--- src/rtl/sdi_chan_pkg.sv ---
package sdi_chan_pkg;
  localparam int SCR_LEN = 9;
  localparam int SCR_TAP = 4;

  function automatic bit legal_width(int w);
    return (w == 10) || (w == 20);
  endfunction
endpackage

--- src/rtl/scr_unroll.sv ---
module scr_unroll
  import sdi_chan_pkg::*;
#(
  parameter int W = 20
) (
  input  logic [W-1:0]       data_i,
  input  logic [SCR_LEN-1:0] hist_i,  // [SCR_LEN-1] = newest scrambled bit
  output logic [W-1:0]       scr_o,
  output logic [SCR_LEN-1:0] hist_o
);
  localparam int EXT = W + SCR_LEN;
  localparam int OFS = SCR_LEN - SCR_TAP;

  logic [EXT-1:0] ext;

  assign ext[SCR_LEN-1:0] = hist_i;

  for (genvar i = 0; i < W; i++) begin : g_bit
    assign ext[SCR_LEN+i] = data_i[i] ^ ext[OFS+i] ^ ext[i];
  end

  assign scr_o  = ext[EXT-1:SCR_LEN];
  assign hist_o = ext[EXT-1:W];
endmodule

--- src/rtl/nrzi_unroll.sv ---
module nrzi_unroll #(
  parameter int W = 20
) (
  input  logic [W-1:0] bits_i,
  input  logic         prev_i,
  output logic [W-1:0] bits_o,
  output logic         last_o
);
  logic [W:0] chain;

  assign chain[0] = prev_i;

  for (genvar i = 0; i < W; i++) begin : g_bit
    assign chain[i+1] = chain[i] ^ bits_i[i];
  end

  assign bits_o = chain[W:1];
  assign last_o = chain[W];
endmodule

--- src/rtl/sdi_chan_enc.sv ---
module sdi_chan_enc
  import sdi_chan_pkg::*;
#(
  parameter int W = 20
) (
  input  logic         clk_i,
  input  logic         rst_ni,
  input  logic         valid_i,
  input  logic [W-1:0] data_i,
  output logic         valid_o,
  output logic [W-1:0] data_o
);
  if (!legal_width(W)) begin : g_bad_width
    $error("sdi_chan_enc: W must be 10 or 20");
  end

  logic [SCR_LEN-1:0] hist_q, hist_d;
  logic               nrzi_q, nrzi_d;
  logic [W-1:0]       scr_w, enc_w;

  scr_unroll #(.W(W)) u_scr (
    .data_i (data_i),
    .hist_i (hist_q),
    .scr_o  (scr_w),
    .hist_o (hist_d)
  );

  nrzi_unroll #(.W(W)) u_nrzi (
    .bits_i (scr_w),
    .prev_i (nrzi_q),
    .bits_o (enc_w),
    .last_o (nrzi_d)
  );

  always_ff @(posedge clk_i or negedge rst_ni) begin
    if (!rst_ni) begin
      hist_q  <= '0;
      nrzi_q  <= 1'b0;
      data_o  <= '0;
      valid_o <= 1'b0;
    end else begin
      valid_o <= valid_i;
      if (valid_i) begin
        hist_q <= hist_d;
        nrzi_q <= nrzi_d;
        data_o <= enc_w;
      end
    end
  end
endmodule

--- config.mk ---
export PLATFORM = sky130hd
export DESIGN_NAME = sdi_chan_enc
export DESIGN_NICKNAME = d
export VERILOG_FILES = /design/src/rtl/sdi_chan_pkg.sv /design/src/rtl/scr_unroll.sv /design/src/rtl/nrzi_unroll.sv /design/src/rtl/sdi_chan_enc.sv
export SDC_FILE = /design/constraint.sdc
export NUM_CORES = 1
export LEC_CHECK = 0
export ABC_AREA = 0
export BUFFER_PORTS_ARGS = -buffer_cell sky130_fd_sc_hd__buf_4
export CAP_MARGIN = 20
export CORE_MARGIN = 5
export CORE_UTILIZATION = 45
export DETAILED_ROUTE_END_ITERATION = 16
export PLACE_DENSITY = 0.8
export SKIP_CTS_REPAIR_TIMING = 1
export SYNTH_ARGS = -nofsm -noshare
export SYNTH_HDL_FRONTEND = slang
export SYNTH_SLANG_ARGS = --single-unit
--- constraint.sdc ---
create_clock -name clk_i -period 4.7 [get_ports clk_i]
set_clock_uncertainty 0.15 [all_clocks]
set_input_delay 0.94 -clock clk_i [delete_from_list [all_inputs] [get_ports clk_i]]
set_output_delay 0.94 -clock clk_i [all_outputs]
set_load 0.02 [all_outputs]
### Yosys cells after proc, flatten, opt, wreduce, memory -nomap -nowiden

Cells that the tools add are included.

| storage, ports and cells | value |
|---|---|
| input port bits | 23 |
| output and inout bits | 21 |
| register bits | 31 |

| cells by class | value |
|---|---|
| bitwise operators | 60 |

Operators with widths:

| operator | number |
|---|---|
| XOR 1 bit | 60 |

### Logic depth before layout (Yosys ltp)

| logic depth | value |
|---|---|
| depth after elaboration | 22 |
| gate-level depth with buffers | 7 |
| gate-level depth less buffers | 7 |

### Modules after synthesis

Synthesis repeated with hierarchy kept, for this count alone.

| unflattened totals | value |
|---|---|
| cells, all modules | 159 |
| area total of the unflattened synthesis | 2353.5 um^2 |

Modules (own cells, without submodules):

| module | cells an instance | sequential area each (um^2) | area each (um^2) | instances |
|---|---|---|---|---|
| sdi_chan_enc | 64 | 775.7 | 1260.0 | 1 |
| scr_unroll | 56 | 0.0 | 599.3 | 1 |
| nrzi_unroll | 39 | 0.0 | 494.2 | 1 |

### Worst setup path after synthesis

OpenSTA, ideal clock, no wires.

| timing | value |
|---|---|
| kind | input port to flip-flop |
| from | input data_i[1] |
| to | register data_o[19] |
| buffers on the path | 0 |
| stages | 7 |
| required time | 4.425 ns |
| data arrival time | 3.333 ns |
| slack | 1.092 ns |
| cells stage by stage | xnor3_2 > xor3_2 > xnor3_1 > xnor3_2 > xnor3_2 > xnor2_1 > mux2_4 |

| between the ends | value |
|---|---|
| cells in the longest elaborated chain, start to end | 21 |
| elaborated cells between the ends (all ways) | 35 |

Ends and longest elaborated chain:

| item | line | source |
|---|---|---|
| start, declared | sdi_chan_enc.sv:9 | `input logic [W-1:0] data_i,` |
| XOR 1 bit * (2 in a row) | scr_unroll.sv:19 | `assign ext[SCR_LEN+i] = data_i[i] ^ ext[OFS+i] ^ ext[i];` |
| XOR 1 bit (18 in a row) | nrzi_unroll.sv:14 | `assign chain[i+1] = chain[i] ^ bits_i[i];` |
| XOR 1 bit * | nrzi_unroll.sv:14 |  |
| end signal, assigned | sdi_chan_enc.sv:46 | `data_o <= enc_w;` |
| end, declared | sdi_chan_enc.sv:11 | `output logic [W-1:0] data_o` |

Every way passes the cells marked *; elsewhere a longest branch is shown, timed or not.
A chain may end at the register's enable or synchronous reset.

### Final worst setup path

Ends and elaborated chain as after synthesis.

==> impl_metrics.toml <==
[outcome]
status = "complete, no violations"

[global_routing]
overflow = 0
overall_global_routing_resource_usage_pct = 14.5
grt_antenna_before_repair = 0
grt_pass1_wl_um = 6620
first_global_vias = 1345
grt_start_max_net_pins = 40

[flow_run]
drv.max_cap_violation_count = 0

[timing]
worst_slack_on_hold_paths_ns = 0.359
period_share_pct = 75.2
tns_ns = 0
final-setup-viol-count = 0
clock.fmax_mhz = 283
least_setup_slack_across_all_paths_after_layout_ns = 1.16
report.final.slew_viol_count = 0
worst-slew-pin-transition_ns = 0.608
rsz0062_at_grt = "no"
final-hold-violation-count = 0
timing.slew.headroom_pct = 59.2
final.min_clock_period_ns = 3.54

[critical_path]
slowest_delay_ns = 0.48
crit_path_start_kind = "primary input"
cp.required_ns = 4.72
crit_arrival_ns = 3.56
cp_max_fo = 5
cp_slowest_cell = "sky130_fd_sc_hd__xnor3_2"
critical_path_cell_by_cell = "buf_4, xnor3_2, xor3_2, xnor3_1, xnor3_2, xnor3_2, xnor2_1, mux2_4"
criticalPathCategory = "primary input to flop"
timing.critical_path.mode_cell = "sky130_fd_sc_hd__xnor3_2"
critPathCaptureType = "flop"

[floorplan]
die_width_um = 76.1
ioPinCount = 44
die-height_um = 76.1
die_area_mm2 = 0.00579
floorplan.initialDensity_pct = 45.7
num_rows = 24
core_mm2 = 0.00429

[place]
port_buffers = 43
detailed_place_hpwl_um = 3090
gp_congestion = 0.780
detailedPlace.worstSlack_ns = 0.861
dpl.cell_count = 237

[yosys]
area_leader_netlist = "sky130_fd_sc_hd__dfrtp_1"
synth.cell_area_mm2 = 0.00196
synth-warning-count = 0
synthesis.instances = 147
synth_sequential_area_ratio_pct = 38.2
post_synth_main_area_contributors = "sky130_fd_sc_hd__dfrtp_1 38%, sky130_fd_sc_hd__xnor2_1 16%, sky130_fd_sc_hd__mux2_2 8.6%"
synth_fp_nets = 170
synth.lib_cells_used.distinct = 19
synth_top_area_share_pct = 38.2
avgSynthCellArea_um2 = 13.4
synth.ff_latch_count = 30

[clocking]
cts.reportedPaths.clkPinSlew_ns = 0.06
numCtsBuffers = 5
h_tree_depth = 2
clk_root_buffer_cell = "sky130_fd_sc_hd__clkbuf_8"
clock_insertion_delay_worst_skew_ns = 0.29
clock_sink_count = 30
tritoncts_clock_tree = "done"
cts_buffer_depth = 2

[routing]
routedWlPerCell_um = 16.1
route.final.wire_length_um = 3950
drt-pass1-iter-count = 4
vias_per_cell = 4.92
final_antenna_net_count = 0
count_of_vias_placed_by_the_detailed_router = 1205
detail_route.drc_violations = 0
dr.first_iter.drc_count = 39

[layout]
layout-drive-gt1-share_pct = 39.9
final_cell_count_without_fillers = 245
most_common_cell_after_layout_fill_and_taps_aside = "sky130_fd_sc_hd__buf_4"
layout-area-overhead-vs-synth_pct = 23.2
leading_cell_types_in_the_layout_fill_and_taps_excluded = "43 x sky130_fd_sc_hd__buf_4, 37 x sky130_fd_sc_hd__xnor2_1, 30 x sky130_fd_sc_hd__dfrtp_1"
nNetsFinal = 215
antenna_cells_inserted = 0

[min_path]
hold_path_class = "flop to flop"
metrics by stage:
step           area [um2]  util (%)
3_5_place_dp         2330      54.3
2_1_floorplan        1960         -
5_1_grt              2420      56.4
6_report             2420      56.4
3_3_place_gp         2330      54.3
4_1_cts              2420      56.4
final timing paths:
path / from / to / slack (ns) / cells past startpoint
worst max-delay path: data_i[1] / data_o[19] / 1.16 / 8
worst min-delay path: data_o[2] / data_o[2] / 0.36 / 1
worst max register to register: hist_q[5] / data_o[19] / 1.49 / 7
worst min register to register: data_o[2] / data_o[2] / 0.36 / 1
max in group asynchronous: rst_ni / data_o[5] / 3.70 / 1
min in group asynchronous: rst_ni / hist_q[0] / 0.42 / 1
worst max-delay path: cells and delay by family:
family | cells | cell delay (ns)
multiplexers | 1 | 0.26
buffers and inverters | 1 | 0.11
XOR/XNOR | 6 | 2.24
sequential cells by signal, indices dropped and copies added, names as in the netlist:
register and flops:
data_o 20, hist_q 9, valid_o 1
cells in the mapped netlist:
cell	instances
sky130_fd_sc_hd__buf_4	1
sky130_fd_sc_hd__xor2_2	1
sky130_fd_sc_hd__xor2_1	15
sky130_fd_sc_hd__xor2_4	2
sky130_fd_sc_hd__inv_1	4
sky130_fd_sc_hd__xor3_1	1
sky130_fd_sc_hd__a21oi_1	9
sky130_fd_sc_hd__xnor3_2	5
sky130_fd_sc_hd__mux2_4	1
sky130_fd_sc_hd__nor2_1	9
sky130_fd_sc_hd__xnor2_4	1
sky130_fd_sc_hd__dfrtp_1	30
sky130_fd_sc_hd__mux2_2	15
sky130_fd_sc_hd__xnor2_2	1
sky130_fd_sc_hd__xor3_2	1
sky130_fd_sc_hd__xnor2_1	37
sky130_fd_sc_hd__mux2i_1	4
sky130_fd_sc_hd__clkbuf_1	4
sky130_fd_sc_hd__xnor3_1	6
area by class of cell:
type                            count  area (um2)
Fill cell                         353        1870
Multi-Input combinational cell    108        1180
Sequential cell                    30         751
Timing Repair Buffer               43         323
Clock buffer                        7        86.3
Tap cell                           52        65.1
Inverter                            4        15.0
Clock inverter                      1        5.00
logic make-up (layout without fill, tap and decap cells):
group,Yosys count,after routing,share of synthesized area (%)
XOR/XNOR,70,70,44.5
flip-flops,30,30,38.2
multiplexers,20,20,11.4
AO/OA/AOI/OAI,9,9,2.29
AND/OR/NAND/NOR,9,9,1.72
buffers and inverters,9,55,1.91
metal layers:
layer | track usage [%] | vias to the layer above | wire, um
li1 | - | 569 | -
met5 | 0 | - | 0
met4 | 5.24 | 0 | 67
met2 | 25.0 | 28 | 2030
met3 | 5.08 | 6 | 181
met1 | 16.5 | 602 | 1670
Power is not shown: default switching activity piles up to over one toggle a cycle in this logic, so the estimate is an artifact.
